[src/rtl/rb_pkg.sv]
package rb_pkg;
  typedef enum logic [2:0] {
    S_IDLE     = 3'd0,
    S_REQ      = 3'd1,
    S_POLL_RD  = 3'd2,
    S_POLL_CHK = 3'd3,
    S_WAIT     = 3'd4,
    S_DATA     = 3'd5,
    S_DRAIN    = 3'd6,
    S_FIN      = 3'd7
  } rb_state_e;
endpackage

[src/rtl/rb_reg_map.sv]
module rb_reg_map #(
  parameter int IDX_W          = 16,
  parameter int ADDR_W         = 16,
  parameter int WORD_W         = 5,
  parameter int ONCHIP_ENTRIES = 16384,
  parameter logic [ADDR_W-1:0] CTRL_BASE     = 16'h0200,
  parameter logic [ADDR_W-1:0] DATA_BASE     = 16'h0204,
  parameter logic [ADDR_W-1:0] ENGINE_STRIDE = 16'h0100
) (
  input  logic [IDX_W-1:0]  req_idx,
  input  logic              dual_en,
  input  logic              eng_q,
  input  logic [WORD_W-1:0] word_k,
  output logic              in_range,
  output logic              eng_pick,
  output logic [ADDR_W-1:0] ctrl_addr,
  output logic [ADDR_W-1:0] data_addr
);
  localparam logic [IDX_W:0] LIMIT = (IDX_W+1)'(ONCHIP_ENTRIES);
  localparam logic [IDX_W:0] HALF  = (IDX_W+1)'(ONCHIP_ENTRIES / 2);

  logic [ADDR_W-1:0] eng_off [2];

  // one register window per engine
  for (genvar g = 0; g < 2; g++) begin : g_eng
    assign eng_off[g] = ENGINE_STRIDE * ADDR_W'(g);
  end

  always_comb begin
    in_range  = {1'b0, req_idx} < LIMIT;
    eng_pick  = dual_en && ({1'b0, req_idx} >= HALF);
    ctrl_addr = CTRL_BASE + eng_off[eng_q];
    data_addr = DATA_BASE + eng_off[eng_q] + (ADDR_W'(word_k) << 2);
  end
endmodule

[src/rtl/rb_poll_timer.sv]
module rb_poll_timer #(
  parameter int POLL_INTERVAL = 1000,
  parameter int TIMEOUT_CYC   = 10000
) (
  input  logic clk,
  input  logic rst_n,
  input  logic elapsed_clr,
  input  logic elapsed_run,
  input  logic gap_clr,
  input  logic gap_run,
  output logic expired,
  output logic gap_done
);
  localparam int EL_W  = $clog2(TIMEOUT_CYC + 1);
  localparam int GAP_W = (POLL_INTERVAL > 2) ? $clog2(POLL_INTERVAL) : 1;
  localparam logic [EL_W-1:0]  EL_LIMIT = EL_W'(TIMEOUT_CYC);
  localparam logic [GAP_W-1:0] GAP_LAST = GAP_W'(POLL_INTERVAL - 3);

  logic [EL_W-1:0]  el_q, el_d;
  logic             el_en;
  logic [GAP_W-1:0] gap_q, gap_d;
  logic             gap_en;

  always_comb begin
    el_d  = el_q;
    el_en = 1'b0;
    if (elapsed_clr) begin
      el_d  = '0;
      el_en = 1'b1;
    end else if (elapsed_run && (el_q != EL_LIMIT)) begin
      el_d  = el_q + 1'b1;
      el_en = 1'b1;
    end
  end

  always_comb begin
    gap_d  = gap_q;
    gap_en = 1'b0;
    if (gap_clr) begin
      gap_d  = '0;
      gap_en = (gap_q != '0);
    end else if (gap_run) begin
      gap_d  = gap_q + 1'b1;
      gap_en = 1'b1;
    end
  end

  always_ff @(posedge clk or negedge rst_n) begin
    if (!rst_n) begin
      el_q  <= '0;
      gap_q <= '0;
    end else begin
      if (el_en)  el_q  <= el_d;
      if (gap_en) gap_q <= gap_d;
    end
  end

  assign expired  = (el_q >= EL_LIMIT);
  assign gap_done = (gap_q == GAP_LAST);
endmodule

[src/rtl/rb_word_seq.sv]
module rb_word_seq #(
  parameter int DATA_W      = 32,
  parameter int ENTRY_WORDS = 20,
  parameter int WORD_W      = 5
) (
  input  logic              clk,
  input  logic              rst_n,
  input  logic              issue_en,
  input  logic [DATA_W-1:0] rd_data,
  output logic [WORD_W-1:0] issue_k,
  output logic              last_issue,
  output logic              word_valid,
  output logic [WORD_W-1:0] word_idx,
  output logic [DATA_W-1:0] word_data
);
  localparam logic [WORD_W-1:0] LAST_K = WORD_W'(ENTRY_WORDS - 1);

  logic [WORD_W-1:0] k_q, k_d;
  logic              k_en;
  logic              pend_q;
  logic [WORD_W-1:0] pend_k_q;
  logic              wv_q;
  logic [WORD_W-1:0] widx_q;
  logic [DATA_W-1:0] wdat_q;

  always_comb begin
    k_d  = issue_en ? (k_q + 1'b1) : '0;
    k_en = issue_en || (k_q != '0);
  end

  always_ff @(posedge clk or negedge rst_n) begin
    if (!rst_n) begin
      k_q      <= '0;
      pend_q   <= 1'b0;
      pend_k_q <= '0;
      wv_q     <= 1'b0;
      widx_q   <= '0;
      wdat_q   <= '0;
    end else begin
      if (k_en) k_q <= k_d;
      pend_q <= issue_en;
      if (issue_en) pend_k_q <= k_q;
      wv_q <= pend_q;
      if (pend_q) begin
        widx_q <= pend_k_q;
        wdat_q <= rd_data;
      end
    end
  end

  assign issue_k    = k_q;
  assign last_issue = (k_q == LAST_K);
  assign word_valid = wv_q;
  assign word_idx   = widx_q;
  assign word_data  = wdat_q;
endmodule

[src/rtl/entry_readback_ctrl.sv]
module entry_readback_ctrl #(
  parameter int DATA_W         = 32,
  parameter int ADDR_W         = 16,
  parameter int IDX_W          = 16,
  parameter int ONCHIP_ENTRIES = 16384,
  parameter int ENTRY_WORDS    = 20,
  parameter int POLL_INTERVAL  = 1000,
  parameter int TIMEOUT_CYC    = 10000,
  parameter int REQ_BIT        = 16,
  parameter int ACK_BIT        = 17,
  parameter logic [ADDR_W-1:0] CTRL_BASE     = 16'h0200,
  parameter logic [ADDR_W-1:0] DATA_BASE     = 16'h0204,
  parameter logic [ADDR_W-1:0] ENGINE_STRIDE = 16'h0100,
  localparam int WORD_W = (ENTRY_WORDS > 1) ? $clog2(ENTRY_WORDS) : 1
) (
  input  logic              clk,
  input  logic              rst_n,
  input  logic              start,
  input  logic [IDX_W-1:0]  index,
  input  logic              dual_en,
  output logic              busy,
  output logic              done,
  output logic              timeout_err,
  output logic              word_valid,
  output logic [WORD_W-1:0] word_idx,
  output logic [DATA_W-1:0] word_data,
  output logic              bus_wr,
  output logic              bus_rd,
  output logic [ADDR_W-1:0] bus_addr,
  output logic [DATA_W-1:0] bus_wdata,
  input  logic [DATA_W-1:0] bus_rdata
);
  import rb_pkg::*;

  rb_state_e         state_q, state_d;
  logic [IDX_W-1:0]  idx_q;
  logic              eng_q;
  logic              err_q, err_d, err_en;
  logic              accept;
  logic              in_range, eng_pick;
  logic [ADDR_W-1:0] ctrl_addr, data_addr;
  logic              expired, gap_done;
  logic [WORD_W-1:0] issue_k;
  logic              last_issue;
  logic              ack_seen;

  rb_reg_map #(
    .IDX_W(IDX_W), .ADDR_W(ADDR_W), .WORD_W(WORD_W),
    .ONCHIP_ENTRIES(ONCHIP_ENTRIES), .CTRL_BASE(CTRL_BASE),
    .DATA_BASE(DATA_BASE), .ENGINE_STRIDE(ENGINE_STRIDE)
  ) u_map (
    .req_idx(index), .dual_en(dual_en), .eng_q(eng_q), .word_k(issue_k),
    .in_range(in_range), .eng_pick(eng_pick),
    .ctrl_addr(ctrl_addr), .data_addr(data_addr)
  );

  rb_poll_timer #(
    .POLL_INTERVAL(POLL_INTERVAL), .TIMEOUT_CYC(TIMEOUT_CYC)
  ) u_timer (
    .clk(clk), .rst_n(rst_n),
    .elapsed_clr(state_q == S_REQ),
    .elapsed_run((state_q == S_POLL_RD) || (state_q == S_POLL_CHK) || (state_q == S_WAIT)),
    .gap_clr(state_q != S_WAIT),
    .gap_run(state_q == S_WAIT),
    .expired(expired), .gap_done(gap_done)
  );

  rb_word_seq #(
    .DATA_W(DATA_W), .ENTRY_WORDS(ENTRY_WORDS), .WORD_W(WORD_W)
  ) u_words (
    .clk(clk), .rst_n(rst_n),
    .issue_en(state_q == S_DATA), .rd_data(bus_rdata),
    .issue_k(issue_k), .last_issue(last_issue),
    .word_valid(word_valid), .word_idx(word_idx), .word_data(word_data)
  );

  assign accept   = (state_q == S_IDLE) && start;
  assign ack_seen = bus_rdata[ACK_BIT];

  // next-state
  always_comb begin
    state_d = state_q;
    err_d   = err_q;
    err_en  = 1'b0;
    unique case (state_q)
      S_IDLE: begin
        if (start) begin
          state_d = in_range ? S_REQ : S_FIN;
          err_d   = 1'b0;
          err_en  = 1'b1;
        end
      end
      S_REQ:     state_d = S_POLL_RD;
      S_POLL_RD: state_d = S_POLL_CHK;
      S_POLL_CHK: begin
        if (ack_seen) begin
          state_d = S_DATA;
        end else if (expired) begin
          state_d = S_FIN;
          err_d   = 1'b1;
          err_en  = 1'b1;
        end else begin
          state_d = S_WAIT;
        end
      end
      S_WAIT:  if (gap_done) state_d = S_POLL_RD;
      S_DATA:  if (last_issue) state_d = S_DRAIN;
      S_DRAIN: state_d = S_FIN;
      S_FIN:   state_d = S_IDLE;
      default: state_d = S_IDLE;
    endcase
  end

  // registers
  always_ff @(posedge clk or negedge rst_n) begin
    if (!rst_n) begin
      state_q <= S_IDLE;
      idx_q   <= '0;
      eng_q   <= 1'b0;
      err_q   <= 1'b0;
    end else begin
      state_q <= state_d;
      if (accept) begin
        idx_q <= index;
        eng_q <= eng_pick;
      end
      if (err_en) err_q <= err_d;
    end
  end

  // bus drive
  always_comb begin
    bus_wr    = (state_q == S_REQ);
    bus_rd    = (state_q == S_POLL_RD) || (state_q == S_DATA);
    bus_addr  = '0;
    bus_wdata = '0;
    if ((state_q == S_REQ) || (state_q == S_POLL_RD)) bus_addr = ctrl_addr;
    else if (state_q == S_DATA)                         bus_addr = data_addr;
    if (state_q == S_REQ) begin
      bus_wdata[IDX_W-1:0] = idx_q;
      bus_wdata[REQ_BIT]   = 1'b1;
    end
  end

  assign busy        = (state_q != S_IDLE);
  assign done        = (state_q == S_FIN);
  assign timeout_err = err_q;
endmodule

[config.mk]
export PLATFORM = sky130hd
export DESIGN_NAME = entry_readback_ctrl
export DESIGN_NICKNAME = d
export VERILOG_FILES = /design/src/rtl/rb_pkg.sv /design/src/rtl/rb_reg_map.sv /design/src/rtl/rb_poll_timer.sv /design/src/rtl/rb_word_seq.sv /design/src/rtl/entry_readback_ctrl.sv
export SDC_FILE = /design/constraint.sdc
export NUM_CORES = 1
export LEC_CHECK = 0
export CAP_MARGIN = 20
export CORE_MARGIN = 2
export CORE_UTILIZATION = 27
export CTS_BUF_LIST = sky130_fd_sc_hd__clkbuf_4
export CTS_CLUSTER_DIAMETER = 30
export DETAILED_ROUTE_END_ITERATION = 8
export HOLD_SLACK_MARGIN = 0.1
export PLACE_DENSITY = 0.63
export SYNTH_ARGS = -nofsm -noshare
export SYNTH_HDL_FRONTEND = slang
export SYNTH_SLANG_ARGS = --single-unit
export TNS_END_PERCENT = 20
[constraint.sdc]
create_clock -name clk -period 4.3 [get_ports clk]
set_clock_uncertainty 0.2 [all_clocks]
set_input_delay 0.86 -clock clk [delete_from_list [all_inputs] [get_ports clk]]
set_output_delay 0.86 -clock clk [all_outputs]
set_load 0.05 [all_outputs]
; ---- Word-level counts from Yosys, hierarchy flattened
; Index checks and enable logic that the tools add are counted.
[word_totals]
elab_cells = 88
register_bits = 94
output_inout_bits = 91
[classes]
bitwise_logic = 1
order_cmp = 4
muxes = 30
n_reduce_logical = 19
n_eq_ne = 16
n_addsub = 6
[ops]
columns = cell, count
row1 = 16-bit 2-to-1 mux, 4
row2 = 10-bit by 16-bit adder with 16-bit output (first input constant), 2
row3 = 14-bit 2-to-1 mux, 2
row4 = 3-bit case mux with 8 select lines, 1
row5 = 10-bit 2-to-1 mux, 2
row6 = 17-bit 2-to-1 mux, 1
row7 = 16-bit by 7-bit adder with 16-bit output, 1
row8 = 16-bit by 14-bit greater-or-equal comparator with 1-bit output (second input constant), 1
row9 = 16-bit by 15-bit less-than comparator with 1-bit output (second input constant), 1
row10 = 14-bit by 1-bit adder with 14-bit output (second input constant), 1
row11 = 14-bit greater-or-equal comparator (second input constant), 1
row12 = 14-bit inequality test (second input constant), 1
row13 = 3-bit == test (second input constant), 4
row14 = 3-bit 2-to-1 mux, 4
row15 = 10-bit by 1-bit adder with 10-bit output (second input constant), 1
row16 = 10-bit == test (second input constant), 1
row17 = 1-bit 2-to-1 mux, 10
row18 = 2-bit inequality test (second input constant), 5
row19 = 10-bit nonzero test, 1
row20 = 9-bit 2-to-1 mux, 1
row21 = 3-bit by 2-bit == test with 1-bit output (second input constant), 2
row22 = 2-bit nonzero test, 3
row23 = 5-bit by 1-bit adder with 5-bit output (second input constant), 1
row24 = 5-bit == test (second input constant), 1
row25 = 15 further kinds, 24

; ---- Logic depth before layout (Yosys ltp)
; Gate-level depths: netlist (run 1).
[logic_depth]
depth_word = 8
ltp_mapped = 7
depth_no_buf = 6

; ---- By module
; A second synthesis (run 1) with hierarchy kept.
[hier_totals]
hier_cells = 431
area_unflattened_um2 = 4895.9
[modules_own_cells]
columns = module, seq_area_each_um2, instances, area_each_um2, cells_each
row1 = rb_word_seq, 1226.2, 1, 1881.8, 120
row2 = entry_readback_ctrl, 525.5, 1, 1405.1, 132
row3 = rb_poll_timer, 600.6, 1, 1333.8, 140
row4 = rb_reg_map, 0.0, 1, 275.3, 39

; ---- Worst setup path after synthesis (run 1)
; OpenSTA, ideal clock, no wires.
[synth_path]
path_type = register to output
startpoint = register state_q[1]
endpoint = output port bus_addr[8]
stages_incl_launch_ff = 6
path_slack_ns = 0.338
arrival_ns = 2.902
path_cell_list = dfrtp_1 > clkbuf_1 > nand2b_1 > o21ai_0 > nand2b_1 > and2_1
[synth_between]
elab_chain_cells = 3
word_cells_on_any_way = 6
classes_between = eq/ne: 3 / mux: 2 / reduce/logical: 1
[synth_lines]
columns = element, line_no
row1 = from (decl), entry_readback_ctrl.sv:35  ; rb_state_e state_q, state_d;
row2 = from (signal assigned), entry_readback_ctrl.sv:122  ; state_q <= state_d;
row3 = 3-bit == test (tied with other cells), entry_readback_ctrl.sv:138  ; else if (state_q == S_DATA) bus_addr = data_addr;
row4 = 16-bit 2-to-1 mux or 1-bit logical OR (tied branches), "entry_readback_ctrl.sv:138, entry_readback_ctrl.sv:137"
row5 = 16-bit 2-to-1 mux *, entry_readback_ctrl.sv:137  ; if ((state_q == S_REQ) || (state_q == S_POLL_RD)) bus_addr = ctrl_addr;
row6 = to (decl), entry_readback_ctrl.sv:29  ; output logic [ADDR_W-1:0] bus_addr,
; Every way passes the cells marked *; elsewhere a longest branch is shown, timed or not.

; ---- Worst setup path after layout (run 1)
[layout_path]
startpoint = register state_q[2]
endpoint = output port bus_wdata[15]
[layout_between]
elab_chain_cells = 2
[layout_lines]
columns = element, line_no
row1 = 3-bit by 1-bit == test with 1-bit output, entry_readback_ctrl.sv:139  ; if (state_q == S_REQ) begin
row2 = 17-bit 2-to-1 mux, entry_readback_ctrl.sv:139
row3 = to (decl), entry_readback_ctrl.sv:30  ; output logic [DATA_W-1:0] bus_wdata,
; No other way between the ends.

==> implementation parameters, run 1 <==
Parameter                              Value

Global route
  Largest net degree at the start of global routing ... 54
  GRT Total Usage ... 11.42%
  Met1 Resource Use GR ... between 10% and 20%
  Global-route wire length before repair ... 16,100 um
  Met3 Usage GRT ... 3.729%
  Global-route congestion overflow total ... 0
  Top Usage Layer GRT ... met2
  Antenna violations before repair ... 1
  Met2 track utilization from global routing ... 17.62%
  Via count of the first global-routing pass ... 3,217

STA
  RSZ-0062 raised after global routing ... false
  Total setup violations reported at the end of the flow ... 0
  Max Slew Vio Count ... 0
  Top achievable clock speed ... 250.4 MHz
  Final total negative setup slack ... 0 ns
  Hold Fails Final Rpt ... 0
  Tcrit/Tclk final ... 92.86%
  Worst rel slew slack ... 47.10%
  Pin slew with the least headroom to its limit ... 0.7936 ns
  Crit path time final ... 3.993 ns

Critical path
  Critical-path maximum fanout ... 28
  Arrival time reported for the critical path endpoint ... between 2 and 3 ns
  Slowest-stage cell, CP ... clkdlybuf4s50_1
  Cell Chain, Critical Path ... inv_1, nand3_1, clkinvlp_4, and2_1, clkdlybuf4s50_1
  CP required ... 3.24 ns
  Number of buffers and inverters on the critical path ... 3
  Sort of element at the start of the critical path ... flop
  Cell class contributing the biggest share of worst-path delay ... buffers and inverters
  Critical path capture point type ... output port
  Setup CP Type ... reg2out
  Largest incremental delay on the critical path ... 0.70 ns

Min path
  Worst hold path class ... in2async

Place
  Detailed Place HPWL ... ~7000 um
  Routability-driven placement congestion ratio ... 0.8624
  Number of input and output port buffers inserted ... between 100 and 150

Yosys
  Dominant synthesized flop cell ... dfrtp_1
  Area contributors post-synth ... dfrtp_1 53%, mux2_2 14%, buf_4 4.2%, and2_1 3.0%, nor2_1 2.4%
  Synth async-reset ratio ... 100.0%
  Post-synthesis average cell area ... 11.29 um2
  Number of enable flip-flop cells after synthesis ... 0
  Part of the Yosys area used for sequential elements ... 52.87%
  Number of synthesis warnings ... 0
  Mapped cell area ... 4449 um2
  Number of library cell types mapped by synthesis ... 47
  Number of synthesized register bits ... between 90 and 100
  Area leader, netlist ... dfrtp_1
  Top-area cell type share of the netlist area ... 52.87%
  Synthesized netlist cell count ... just under 400

Run
  Number of maximum-capacitance violations ... 0

Floorplan
  Initial standard-cell utilization of the core ... approximately 28%
  # rows ... 46
  Total die area ... 17,520 um2
  Die Span Y ... between 100 and 150 um
  Die width ... ~130 um
  Placeable core region ... 16,000 um2
  Count of pins on the block boundary ... 143

Power
  Switching power ... 1.896 mW
  Static leakage power ... 2.469 nW
  Clock share of power ... 11.7%
  Sequential fraction of design power ... around 34%
  Power density relative to cell area ... 696.3 nW/um2
  Internal power summed over all cells ... between 2 and 2.5 mW
  VDD IR max ... 0.3461 mV
  Post-layout total power ... 4.109 mW
  Switching part of the total power ... between 40% and 50%
  Combinational Power Share ... 54.2%

Clocking
  Number of buffers on the longest clock path ... 2
  Num CTS Buffers ... 9
  Root cell of the clock tree ... clkbuf_4
  Clock-pin transition on the worst setup and hold timing paths ... 0.13 ns
  H-tree level count ... 3
  Clock tree sinks ... 94
  Post-CTS Setup Inserts ... 0
  TritonCTS clock tree ... yes
  Latest clock arrival within the worst-skew pair ... 0.46 ns

Outcome
  Status ... finished clean

Routing
  First-pass DRT Iterations ... 4
  Wire length per cell ... roughly 13 um
  Routed via count ... 3,197
  Drt initial violations ... 123
  DRC ... 0
  WL final ... 9642 um
  Number of vias per cell ... 4.373
  Remaining number of nets flagged by the antenna check after routing ... 0

Layout
  Net count reported at finish ... 569
  Fraction of layout cells with a size suffix above 1 ... about 16%
  Core occupancy in the finished layout ... 36.89%
  Area grow syn2layout ... 32.65%
layer usage:
layer	wire length [um]	vias up
li1	-	1539
met1	4343	1534
met2	4484	112
met3	642	12
met4	171	0
met5	0	-
synth_stat cells (3+ instances only):
cell type	instances
nor2_1	28
nand2_1	27
mux2_2	54
nand3_1	13
and2_1	21
mux2i_1	5
buf_2	3
dfrtp_1	94
nor3_1	7
a21oi_1	8
nand4_1	7
nand2b_1	3
buf_4	25
clkbuf_1	11
xor2_1	4
inv_1	16
ha_1	7
o21ai_0	12
xnor2_1	9
or4_1	3
or2_2	3
worst register-to-register path: stages, from the launching register on:
cell       delay [ns]
dfrtp_1          0.52
or3b_1           0.66
a2111oi_4        0.43
or3b_1           0.38
a21oi_1          0.14
power by group through the flow:
stage               combinational, mW  clock, mW  sequential [mW]
floorplan                        1.04          0             1.93
global placement                 2.22          0             1.41
detailed placement               2.25          0             1.42
CTS                              2.25      0.512             1.41
global route                     2.36      0.546             1.45
finish                           2.23      0.481             1.40
cells by family after synthesis:
group	after synthesis	synth area share, %
AOI/OAI and AO/OA	38	5.878
xor gates and xnor gates	13	2.559
adders and majority gates	7	1.968
buffers and inverters	56	7.087
DFF	94	52.87
muxes	59	14.79
other	1	0.08428
and+or+nand+nor	126	14.76
layout by cell type (no fill, tap or decap), types with 9 or more instances in the layout:
master           instances
nor2_1                  28
nand3_1                 13
clkbuf_4                11
o21ai_0                 12
xnor2_1                  9
mux2_2                  54
and2_1                  21
conb_1                  23
clkdlybuf4s50_1        118
inv_1                   15
nand2_1                 27
dfrtp_1                 94
through the flow:
stage          hold slack (ns)  setup slack (ns)  cells  cell area [um2]
3_5_place_dp            0.2702            0.6708    715             5766
5_1_grt                 0.2265           0.03599    731             5902
2_1_floorplan           0.1519            0.3383    416             4532
4_1_cts                 0.2150            0.1182    730             5896
6_report                0.2175            0.3069    731             5902
3_3_place_gp            0.2634            0.8102    715             5766
final cells by class:
type,instances,area (um2)
Fill cell,1581,10100
Sequential cell,94,2352
Multi-Input combinational cell,266,1864
Timing Repair Buffer,123,1219
Tap cell,216,270.3
Clock buffer,11,82.58
Inverter,16,63.81
Clock inverter,4,47.55
Antenna cell,1,2.502
flip-flops by register name, summed over array words and instances, names as in the netlist:
register,count
eng_q,1
idx_q,16
state_q,3
timeout_err,1
u_timer.el_q,14
u_timer.gap_q,10
u_words.issue_k,5
u_words.pend_k_q,5
u_words.pend_q,1
u_words.word_data,32
u_words.word_idx,5
u_words.word_valid,1
timing repair:
item                                    in CTS  in global routing
resized for setup                            0                  1
endpoints found under the setup margin       0                 17
hold buffers                                 0                  0
worst paths after layout:
path                                                 start                                 to  slack, ns  depth (start not counted)
setup / recovery                    state_q[2]$_DFFE_PN0P_                      bus_wdata[15]       0.31                          5
hold / removal                                       rst_n               idx_q[2]$_DFFE_PN0P_       0.22                          1
setup reg to reg                    state_q[1]$_DFFE_PN0P_       u_timer.el_q[11]$_DFFE_PN0P_       1.91                          4
hold reg to reg            u_words.pend_k_q[3]$_DFFE_PN0P_    u_words.pend_k_q[3]$_DFFE_PN0P_       0.30                          2
max in group asynchronous                            rst_n  u_words.word_data[14]$_DFFE_PN0P_       2.91                          2
min in group clk           u_words.pend_k_q[3]$_DFFE_PN0P_    u_words.pend_k_q[3]$_DFFE_PN0P_       0.30                          2
(Power assumes the default switching activity.)
==> run 2: changes to the inputs <==
--- a/config.mk
+++ b/config.mk
@@ -11,7 +11,6 @@
 export CTS_BUF_LIST = sky130_fd_sc_hd__clkbuf_4
 export CTS_CLUSTER_DIAMETER = 30
 export DETAILED_ROUTE_END_ITERATION = 8
-export HOLD_SLACK_MARGIN = 0.1
 export PLACE_DENSITY = 0.63
 export SYNTH_ARGS = -nofsm -noshare
 export SYNTH_HDL_FRONTEND = slang
==> results of run 2 <==
Final layout, timing and power as in run 1 (identical DEF).
